[config.mk]
export PLATFORM = sky130hd
export DESIGN_NAME = uart_fifo_ctrl
export DESIGN_NICKNAME = d
export VERILOG_FILES = /design/src/rtl/uart_fifo_pkg.sv /design/src/rtl/uart_fifo_buf.sv /design/src/rtl/uart_fifo_cfg.sv /design/src/rtl/uart_fifo_rdy.sv /design/src/rtl/uart_fifo_ctrl.sv
export SDC_FILE = /design/constraint.sdc
export NUM_CORES = 1
export LEC_CHECK = 0
export ABC_AREA = 0
export BUFFER_PORTS_ARGS = -buffer_cell sky130_fd_sc_hd__buf_2
export CAP_MARGIN = 30
export CORE_MARGIN = 2
export CORE_UTILIZATION = 30
export CTS_BUF_LIST = sky130_fd_sc_hd__clkbuf_8
export DETAILED_ROUTE_END_ITERATION = 10
export PLACE_DENSITY = 0.55
export SLEW_MARGIN = 20
export SYNTH_ARGS = -nofsm -noshare
export SYNTH_HDL_FRONTEND = slang
export SYNTH_SLANG_ARGS = --single-unit
[constraint.sdc]
create_clock -name clk -period 4.3 [get_ports clk]
set_input_delay 0.43 -clock clk [delete_from_list [all_inputs] [get_ports clk]]
set_output_delay 0.43 -clock clk [all_outputs]
set_load 0.02 [all_outputs]
[src/rtl/uart_fifo_pkg.sv]
package uart_fifo_pkg;

    typedef enum logic [1:0] {
        MD_HOLD   = 2'd0,
        MD_SINGLE = 2'd1,
        MD_BLOCK  = 2'd2
    } ready_mode_e;

    localparam logic [1:0] ALT_RXRDY = 2'b01;

    localparam int BIT_EN     = 0;
    localparam int BIT_RX_CLR = 1;
    localparam int BIT_TX_CLR = 2;
    localparam int BIT_BLOCK  = 3;

endpackage

[src/rtl/uart_fifo_buf.sv]
module uart_fifo_buf #(
    parameter int DW    = 8,
    parameter int DEPTH = 16,
    localparam int AW   = (DEPTH > 1) ? $clog2(DEPTH) : 1,
    localparam int CW   = $clog2(DEPTH + 1)
) (
    input  logic          clk,
    input  logic          rst_n,
    input  logic          clr,
    input  logic          one_slot,
    input  logic          push,
    input  logic [DW-1:0] push_data,
    input  logic          pop,
    output logic [DW-1:0] pop_data,
    output logic [CW-1:0] count,
    output logic          full,
    output logic          empty,
    output logic          drop
);

    logic [DW-1:0] mem [DEPTH];
    logic [AW-1:0] wr_ptr, rd_ptr;
    logic [CW-1:0] cap;
    logic          do_push, do_pop;

    assign cap     = one_slot ? CW'(1) : CW'(DEPTH);
    assign full    = (count >= cap);
    assign empty   = (count == '0);
    assign do_pop  = pop && !empty;
    assign do_push = push && (!full || do_pop);
    assign drop    = push && !do_push;
    assign pop_data = mem[rd_ptr];

    function automatic logic [AW-1:0] step(input logic [AW-1:0] p);
        return (p == AW'(DEPTH - 1)) ? '0 : p + AW'(1);
    endfunction

    always_ff @(posedge clk or negedge rst_n) begin
        if (!rst_n) begin
            wr_ptr <= '0;
            rd_ptr <= '0;
            count  <= '0;
        end else if (clr) begin
            wr_ptr <= '0;
            rd_ptr <= '0;
            count  <= '0;
        end else begin
            if (do_push) wr_ptr <= step(wr_ptr);
            if (do_pop)  rd_ptr <= step(rd_ptr);
            if (do_push && !do_pop)      count <= count + CW'(1);
            else if (do_pop && !do_push) count <= count - CW'(1);
        end
    end

    always_ff @(posedge clk) begin
        if (do_push && !clr) mem[wr_ptr] <= push_data;
    end

    AST_NO_OVERFLOW: assert property (@(posedge clk) disable iff (!rst_n)
        count <= CW'(DEPTH));
    AST_FULL_PUSH_DROPPED: assert property (@(posedge clk) disable iff (!rst_n)
        (push && full && !pop && !clr) |=> (count == $past(count)));
    AST_CLEAR_EMPTIES: assert property (@(posedge clk) disable iff (!rst_n)
        clr |=> (count == '0));
    AST_FULL_SWAP: assert property (@(posedge clk) disable iff (!rst_n)
        (push && pop && full && !clr) |=> (count == $past(count)));

endmodule

[src/rtl/uart_fifo_cfg.sv]
module uart_fifo_cfg
    import uart_fifo_pkg::*;
#(
    parameter int CW = 5
) (
    input  logic        clk,
    input  logic        rst_n,
    input  logic        cfg_we,
    input  logic [7:0]  cfg_wdata,
    output ready_mode_e mode,
    output logic [CW-1:0] trig_lvl,
    output logic        rx_clr,
    output logic        tx_clr
);

    ready_mode_e state_q, state_d;
    logic [1:0]  trig_code_q;
    logic        en_bit, blk_bit, flush;
    logic [1:0]  unused_cfg_bits;

    assign en_bit          = cfg_wdata[BIT_EN];
    assign blk_bit         = cfg_wdata[BIT_BLOCK];
    assign unused_cfg_bits = cfg_wdata[5:4];

    // state register
    always_ff @(posedge clk or negedge rst_n) begin
        if (!rst_n) begin
            state_q     <= MD_HOLD;
            trig_code_q <= 2'b00;
        end else begin
            state_q <= state_d;
            if (cfg_we) trig_code_q <= cfg_wdata[7:6];
        end
    end

    // transitions
    always_comb begin
        state_d = state_q;
        if (cfg_we) begin
            unique case (state_q)
                MD_HOLD: begin
                    if (en_bit) state_d = blk_bit ? MD_BLOCK : MD_SINGLE;
                end
                MD_SINGLE: begin
                    if (!en_bit)      state_d = MD_HOLD;
                    else if (blk_bit) state_d = MD_BLOCK;
                end
                MD_BLOCK: begin
                    if (!en_bit)       state_d = MD_HOLD;
                    else if (!blk_bit) state_d = MD_SINGLE;
                end
                default: state_d = MD_HOLD;
            endcase
        end
    end

    // outputs
    always_comb begin
        mode   = state_q;
        flush  = cfg_we && ((state_q == MD_HOLD) == en_bit);
        rx_clr = (cfg_we && cfg_wdata[BIT_RX_CLR]) || flush;
        tx_clr = (cfg_we && cfg_wdata[BIT_TX_CLR]) || flush;
        if (state_q == MD_HOLD) begin
            trig_lvl = CW'(1);
        end else begin
            unique case (trig_code_q)
                2'b00:   trig_lvl = CW'(1);
                2'b01:   trig_lvl = CW'(4);
                2'b10:   trig_lvl = CW'(8);
                default: trig_lvl = CW'(14);
            endcase
        end
    end

    AST_DISABLE_TO_HOLD: assert property (@(posedge clk) disable iff (!rst_n)
        (cfg_we && !cfg_wdata[BIT_EN]) |=> (state_q == MD_HOLD));
    AST_BLOCK_SELECT: assert property (@(posedge clk) disable iff (!rst_n)
        (cfg_we && cfg_wdata[BIT_EN] && cfg_wdata[BIT_BLOCK]) |=> (state_q == MD_BLOCK));
    AST_ENABLE_FLUSH: assert property (@(posedge clk) disable iff (!rst_n)
        (cfg_we && (state_q == MD_HOLD) && cfg_wdata[BIT_EN]) |-> (rx_clr && tx_clr));

endmodule

[src/rtl/uart_fifo_rdy.sv]
module uart_fifo_rdy
    import uart_fifo_pkg::*;
#(
    parameter int CW = 5
) (
    input  logic          clk,
    input  logic          rst_n,
    input  ready_mode_e   mode,
    input  logic [CW-1:0] trig_lvl,
    input  logic [CW-1:0] tx_count,
    input  logic          tx_full,
    input  logic [CW-1:0] rx_count,
    input  logic [1:0]    alt_sel,
    output logic          tx_rdy_n,
    output logic          mf_out_n,
    output logic          rx_irq
);

    logic rx_rdy_n;

    always_comb begin
        unique case (mode)
            MD_BLOCK: begin
                tx_rdy_n = tx_full;
                rx_rdy_n = (rx_count < trig_lvl);
            end
            default: begin
                tx_rdy_n = (tx_count != '0);
                rx_rdy_n = (rx_count == '0);
            end
        endcase
        rx_irq   = (rx_count >= trig_lvl);
        mf_out_n = (alt_sel == ALT_RXRDY) ? rx_rdy_n : 1'b1;
    end

    AST_PIN_INACTIVE: assert property (@(posedge clk) disable iff (!rst_n)
        (alt_sel != ALT_RXRDY) |-> mf_out_n);
    AST_BLOCK_TX_SPACE: assert property (@(posedge clk) disable iff (!rst_n)
        ((mode == MD_BLOCK) && !tx_full) |-> !tx_rdy_n);
    AST_SINGLE_TX_EMPTY: assert property (@(posedge clk) disable iff (!rst_n)
        ((mode != MD_BLOCK) && (tx_count == '0)) |-> !tx_rdy_n);

endmodule

[src/rtl/uart_fifo_ctrl.sv]
module uart_fifo_ctrl
    import uart_fifo_pkg::*;
#(
    parameter int DW    = 8,
    parameter int DEPTH = 16,
    localparam int CW   = $clog2(DEPTH + 1)
) (
    input  logic          clk,
    input  logic          rst_n,
    input  logic          cfg_we,
    input  logic [7:0]    cfg_wdata,
    input  logic [1:0]    alt_sel,
    input  logic          tx_push,
    input  logic [DW-1:0] tx_push_data,
    input  logic          tx_pop,
    output logic [DW-1:0] tx_pop_data,
    output logic          tx_avail,
    input  logic          rx_push,
    input  logic [DW-1:0] rx_push_data,
    input  logic          rx_pop,
    output logic [DW-1:0] rx_pop_data,
    output logic          rx_avail,
    output logic          tx_rdy_n,
    output logic          mf_out_n,
    output logic          rx_irq,
    output logic          rx_overrun
);

    ready_mode_e   mode;
    logic [CW-1:0] trig_lvl, tx_count, rx_count;
    logic          rx_clr, tx_clr, hold;
    logic          tx_full, tx_empty, rx_empty, rx_drop;
    logic          unused_rx_full, unused_tx_drop;

    assign hold = (mode == MD_HOLD);

    uart_fifo_cfg #(.CW(CW)) u_cfg (
        .clk(clk), .rst_n(rst_n), .cfg_we(cfg_we), .cfg_wdata(cfg_wdata),
        .mode(mode), .trig_lvl(trig_lvl), .rx_clr(rx_clr), .tx_clr(tx_clr)
    );

    uart_fifo_buf #(.DW(DW), .DEPTH(DEPTH)) u_txq (
        .clk(clk), .rst_n(rst_n), .clr(tx_clr), .one_slot(hold),
        .push(tx_push), .push_data(tx_push_data), .pop(tx_pop),
        .pop_data(tx_pop_data), .count(tx_count), .full(tx_full),
        .empty(tx_empty), .drop(unused_tx_drop)
    );

    uart_fifo_buf #(.DW(DW), .DEPTH(DEPTH)) u_rxq (
        .clk(clk), .rst_n(rst_n), .clr(rx_clr), .one_slot(hold),
        .push(rx_push), .push_data(rx_push_data), .pop(rx_pop),
        .pop_data(rx_pop_data), .count(rx_count), .full(unused_rx_full),
        .empty(rx_empty), .drop(rx_drop)
    );

    uart_fifo_rdy #(.CW(CW)) u_rdy (
        .clk(clk), .rst_n(rst_n), .mode(mode), .trig_lvl(trig_lvl),
        .tx_count(tx_count), .tx_full(tx_full), .rx_count(rx_count),
        .alt_sel(alt_sel), .tx_rdy_n(tx_rdy_n), .mf_out_n(mf_out_n),
        .rx_irq(rx_irq)
    );

    assign tx_avail = !tx_empty;
    assign rx_avail = !rx_empty;

    always_ff @(posedge clk or negedge rst_n) begin
        if (!rst_n)       rx_overrun <= 1'b0;
        else if (rx_clr)  rx_overrun <= 1'b0;
        else if (rx_drop) rx_overrun <= 1'b1;
    end

    AST_OVERRUN_SET: assert property (@(posedge clk) disable iff (!rst_n)
        (rx_push && !rx_pop && (rx_count == CW'(DEPTH)) && !rx_clr) |=> rx_overrun);
    AST_HOLD_CAP: assert property (@(posedge clk) disable iff (!rst_n)
        hold |-> ((rx_count <= CW'(1)) && (tx_count <= CW'(1))));

endmodule

# --- Word level (Yosys, flattened, before mapping) ---
# Memories as Yosys holds them, arrays and structs flattened.
# Index checks and enable logic that the tools add are counted.
# Widths: inputs -> output; s select.
word_totals:
  reg_bits: 31
  ramBits: 256
  output_inout_bits: 22
  elab_cells: 114
  n_memories: 2
classes:
  addsub: 8
  magnitude_cmp: 4
  eq_ne: 13
  n_mux: 37
  reduce_logical: 41
mem_list:
  columns: ["name", "depth", "width", "read_ports", "rd_clocked_by_memory_dff", "wr", "line", "rtl"]
  rows:
  - ["u_rxq.mem", 16, 8, 1, 0, 1, "uart_fifo_buf.sv:21", "logic [DW-1:0] mem [DEPTH];"]
  - ["u_txq.mem", 16, 8, 1, 0, 1, "uart_fifo_buf.sv:21", null]
ops:
  columns: ["operator", "n"]
  rows:
  - ["$mux 4", 12]
  - ["$mux 5", 8]
  - ["$add 4x1->4 const B", 4]
  - ["$eq 4x4->1 const B", 4]
  - ["$ge 5x5->1", 3]
  - ["$logic_and 1x1->1", 14]
  - ["$mux 2", 6]
  - ["$pmux 4 s3", 1]
  - ["$add 5x1->5 const B", 2]
  - ["$logic_not 1->1", 10]
  - ["$logic_not 5->1", 2]
  - ["$reduce_bool 2->1", 5]
  - ["$sub 5x1->5 const B", 2]
  - ["$mux 1", 9]
  - ["$eq 2x1->1 const B", 3]
  - ["$ne 3x3->1 const B", 2]
  - ["$pmux 2 s3", 1]
  - ["$reduce_bool 3->1", 2]
  - ["$lt 5x5->1", 1]
  - ["$reduce_bool 5->1", 1]
  - ["$eq 2x2->1 const B", 2]
  - ["$logic_not 2->1", 2]
  - ["$logic_or 1x1->1", 4]
  - ["$reduce_and 4->1", 1]
  - ["other kinds (2)", 2]

# --- Logic depth before layout (Yosys ltp) ---
depth:
  ltp_word: 11
  depth_mapped: 11
  ltp_nobuf: 11

# --- Cells and area by module ---
# From an unflattened synthesis, not the netlist that was laid out.
unflattened:
  cells_unflattened: 726
  area_unflattened_um2: 12356.9
modules_own_cells:
  columns: ["mod", "instances", "cells_per_inst", "area_per_inst_um2"]
  rows:
  - ["uart_fifo_buf (u_rxq)", 1, 371, 6008.3]
  - ["uart_fifo_buf (u_txq)", 1, 295, 5845.6]
  - ["uart_fifo_cfg", 1, 27, 260.2]
  - ["uart_fifo_rdy", 1, 28, 196.4]
  - ["uart_fifo_ctrl", 1, 5, 46.3]

# --- Worst setup path after synthesis ---
# No wires, ideal clock.
synth_timing:
  path_kind: "register to register"
  start: "register u_cfg.state_q[1], in the netlist u_cfg.mode[1]"
  end: "register u_txq.count[4]"
  setup_time_ns: 0.079
  arrival_time_ns: 2.738
  t_required_ns: 4.221
  setup_slack_ns: 1.483
  path_stages_with_launch: 11
  n_path_buf: 0
  synth_period_minus_slack_ns: 2.817
  cell_sequence: "dfrtp_1 > nor2_4 > ha_1 > nand2b_1 > a211oi_2 > o211ai_1 > fa_1 > a21o_1 > a21oi_1 > mux2i_1 > mux2i_1"
synth_via:
  elab_chain_len: 9
synth_rtl:
  columns: ["item", "line", "rtl"]
  rows:
  - ["from (decl)", "uart_fifo_cfg.sv:16", "ready_mode_e state_q, state_d;"]
  - ["from (signal assigned)", "uart_fifo_cfg.sv:31", "state_q <= state_d;"]
  - ["$logic_not 2->1 *", "uart_fifo_cfg.sv:60, uart_fifo_ctrl.sv:35", null]
  - ["$mux 5", "uart_fifo_buf.sv:26", "assign cap = one_slot ? CW'(1) : CW'(DEPTH);"]
  - ["$ge 5x5->1", "uart_fifo_buf.sv:27", "assign full = (count >= cap);"]
  - ["$logic_not 1->1", "uart_fifo_buf.sv:30", "assign do_push = push && (!full || do_pop);"]
  - ["$logic_or 1x1->1", "uart_fifo_buf.sv:30", null]
  - ["$logic_and 1x1->1", "uart_fifo_buf.sv:30", null]
  - ["$logic_and 1x1->1 or $logic_not 1->1 (tied branches)", null, null]
  - ["$mux 5 or $logic_and 1x1->1 (tied branches)", "uart_fifo_buf.sv:50, uart_fifo_buf.sv:51", null]
  - ["$mux 5 or $reduce_bool 3->1 (tied branches)", null, null]
  - ["to (signal assigned)", "uart_fifo_buf.sv:50", "if (do_push && !do_pop) count <= count + CW'(1);"]
  - ["to (signal assigned)", "uart_fifo_buf.sv:51", "else if (do_pop && !do_push) count <= count - CW'(1);"]
  - ["to (decl)", "uart_fifo_buf.sv:15", "output logic [CW-1:0] count,"]
# Every way passes the cells marked *; elsewhere a longest branch is shown, timed or not.
# A chain may end at the register's enable or synchronous reset.

# --- Worst setup path in the final report ---
# Ends and elaborated chain as after synthesis.

==> summary.md <==
| Metric | Value |
|---|---|
| P&R area growth vs syn | `14.93%` |
| Worst vdd ir | `between 0.0002 and 0.0003 V` |
| Final period utilization | `74.92%` |
| WP data arrival | `3.71 ns` |
| Initial core utilization | `30.46%` |
| Share of cells above drive strength 1 | `25.74%` |
| DRC | `0` |
| Crit path capture | `u_txq.count[4]` |
| Crit end category | `register` |
| Vias per cell | `between 4 and 5` |
| Clock skew | `roughly 0.034 ns` |
| Avg Cell Area, Syn | `17.46 um2` |
| Pin count of the biggest net entering global routing | `48` |
| Wire per inst | `~19 um` |
| Initial antenna violation count | `1` |
| Critical R2R Launch | `u_cfg.mode[1]` |
| Leakage | `0.004669 uW` |
| CTS max path bufs | `3` |
| Fin nets | `831` |
| Max_cap viols | `0` |
| Largest stage delay, worst path | `about 0.52 ns` |
| Final ANT Viol Nets | `0` |
| Clock sink count | `around 290` |
| Initial DRC Count | `448` |
| Root Driver | `clkbuf_8` |
| Number of synthesized flops with an enable pin | `256` |
| Num CTS Buffers | `48` |
| Register share of total power | `42.6%` |
| Vias post-DR | `around 6200` |
| Max Fclk | `just over 0.3 GHz` |
| Synth warn | `0` |
| CTS tree | `yes` |
| R2R depth | `10` |
| First-pass GRT wire length | `between 30 and 40 mm` |
| Synth async-reset ratio | `10.80%` |
| Die ar. | `approximately 0.042 mm2` |
| Sequential fraction of the synthesis area | `around 70%` |
| Skew-Pair Late Insertion Delay | `~0.58 ns` |
| Setup Total Neg Slack | `0 ns` |
| Worst-Margin Slew | `~0.87 ns` |
| Setup bufs post-CTS | `0` |
| CP Cell Sequence | `nor2_4 -> ha_1 -> nand2b_1 -> a211oi_2 -> o211ai_1 -> fa_1 -> a21o_1 -> a21oi_1 -> mux2i_1 -> mux2i_1` |
| Global route total overflow | `0` |
| Min Tclk post-route | `3.222 ns` |
| Chip Width | `between 200 and 250 um` |
| Worst path required time | `4.79 ns` |
| CP Max Fanout | `9` |
| Crit path from | `u_cfg.mode[1]` |
| Sw power | `2434 uW` |
| # rows | `73` |
| Flop2flop setup slack | `1.08 ns` |
| Syn Inst Count | `693` |
| Gr usage total | `between 10% and 20%` |
| Synth cell types | `54` |
| Clk pwr share | `between 20% and 30%` |
| Post-layout util | `35.01%` |
| Core region area | `0.03973 mm2` |
| H-Tree Depth | `2` |
| Post-Syn Area | `0.01210 mm2` |
| Ys flop type | `edfxtp_1` |
| Final Setup Violations | `0` |
| R2R Path End | `u_txq.count[4]` |
| Worst Hold Class | `in -> reg` |
| Final Hold Fails | `0` |
| GPL Wtd Cong | `0.7473` |
| Synthesized Nets | `751` |
| Startpoint class of the critical path | `register` |
| Die height | `204.9 um` |
| DRT Pass-1 Iters | `4` |
| Most frequent CP cell | `mux2i_1` |
| Clk slew on worst S/H paths | `0.07 ns` |
| IO buf count | `52` |
| Status | `complete, no violations` |
| Most common cell after layout, fill and taps aside | `edfxtp_1` |
| Gate power share | `28.0%` |
| RSZ-0062 raised after global routing | `no` |
| Seq cells post-synth | `287` |
| P_int | `5441 uW` |
| Final Max Tran Viols | `0` |
| Ports | `55` |
| P per Cell Area | `566.2 mW/mm2` |
| Max_slew headroom | `42.10%` |
| Critical path class | `reg -> reg` |
| Detailed placer's ending HPWL | `15.52 mm` |
| Number of global-route vias before repair | `6622` |
| Switching share of power | `30.91%` |
| Total routed wirelength | `25.12 mm` |
| Commonest non-fill, non-tap cells in the layout | `edfxtp_1 (256), mux4_2 (56), buf_2 (52)` |
| CP max-delay cell | `fa_1` |
-- Yosys cell counts, drive strengths merged, types with 9 or more instances --
cell type	n	area share, %
edfxtp	256	64
clkbuf	18	0.56
o21ai	25	1.0
buf	16	0.67
and2	17	0.88
mux2i	35	2.9
mux2	11	1.0
nand2	32	0.99
dfrtp	31	6.4
ha	23	2.4
a221oi	9	0.65
nand3	14	0.62
nor3	10	0.41
nor2	34	1.2
a21oi	26	1.1
inv	11	0.34
mux4	56	10
-- sequential cells by signal (all words and copies together), names as in the netlist --
register and count:
rx_overrun 1, u_cfg.mode 2, u_cfg.trig_code_q 2, u_rxq.count 5, u_rxq.mem 128, u_rxq.rd_ptr 4
u_rxq.wr_ptr 4, u_txq.count 5, u_txq.mem 128, u_txq.rd_ptr 4, u_txq.wr_ptr 4
-- power by group through the flow --
stage	clock [uW]	combinational [uW]	sequential, uW
floorplan	0	1710	3340
global placement	0	2230	3410
detailed placement	0	2240	3420
CTS	2390	2250	3360
global route	2510	2430	3380
finish	2310	2200	3360
-- timing repair --
item                                   CTS  global route
hold buffers                             1             0
endpoints found under the hold margin   31             0
gates resized for setup                  0             0
-- layer usage --
metal	track usage [%]	up-vias	wire length (um)	part of all wire (%)
met5	0	-	0	0
met1	15.89	3142	10910	43
li1	-	2927	-	-
met2	20.44	120	12460	50
met3	2.657	51	1146	4.6
met4	4.522	0	595	2.4
-- worst min path at each step --
stage,slack (ns),start,endpoint,cells after the start
after detailed placement,0.49,rx_overrun,rx_overrun,2
final,0.08,cfg_wdata[7],u_cfg.trig_code_q[1],2
after global placement,0.48,rx_overrun,rx_overrun,2
after CTS,0.04,cfg_wdata[7],u_cfg.trig_code_q[1],2
after floorplan,0.13,rst_n,rx_overrun,0
after global routing,0.06,cfg_wdata[7],u_cfg.trig_code_q[1],2
-- per-stage QoR --
step                setup WS [ns]  std cells  hold WS, ns  power (uW)  instance area, um2
global placement            1.137       1247       0.4815        5638               12980
detailed placement          1.074       1247       0.4919        5659               12980
finish                      1.078       1334      0.08228        7875               13910
CTS                         1.019       1333      0.03518        8007               13910
floorplan                   1.483        693       0.1344        5047               12100
global route               0.7607       1333      0.05623        8326               13910
-- area by class of cell --
| type | instances | area (um2) |
|---|---|---|
| fill | 3739 | 25820 |
| sequential | 287 | 8466 |
| multi-input combinational | 361 | 3450 |
| clock buffer | 48 | 660.6 |
| tap | 525 | 656.9 |
| timing repair buffer | 64 | 377.9 |
| clock inverter | 37 | 255.2 |
| inverter | 11 | 41.29 |
| antenna | 1 | 2.502 |
-- logic make-up (layout without fill, tap and decap cells) --
logic type | after synthesis | count (layout) | synth area share, %
buffers and inverters | 45 | 160 | 1.571
and+or+nand+nor | 126 | 126 | 5.252
DFF | 287 | 287 | 69.93
adders and majority gates | 25 | 25 | 2.709
AOI/OAI and AO/OA | 98 | 98 | 5.479
other | 0 | 1 | 0
muxes | 102 | 102 | 14.34
xor gates and xnor gates | 10 | 10 | 0.7237
-- worst max-delay path: cells and delay by family (launching register included) --
kind / cells / cell delay [ns]
simple gates: 2 / 0.42
mux: 2 / 0.45
flops: 1 / 0.46
fa+ha+maj: 2 / 0.79
compound gates: 4 / 1.02
(Power assumes the default switching activity.)
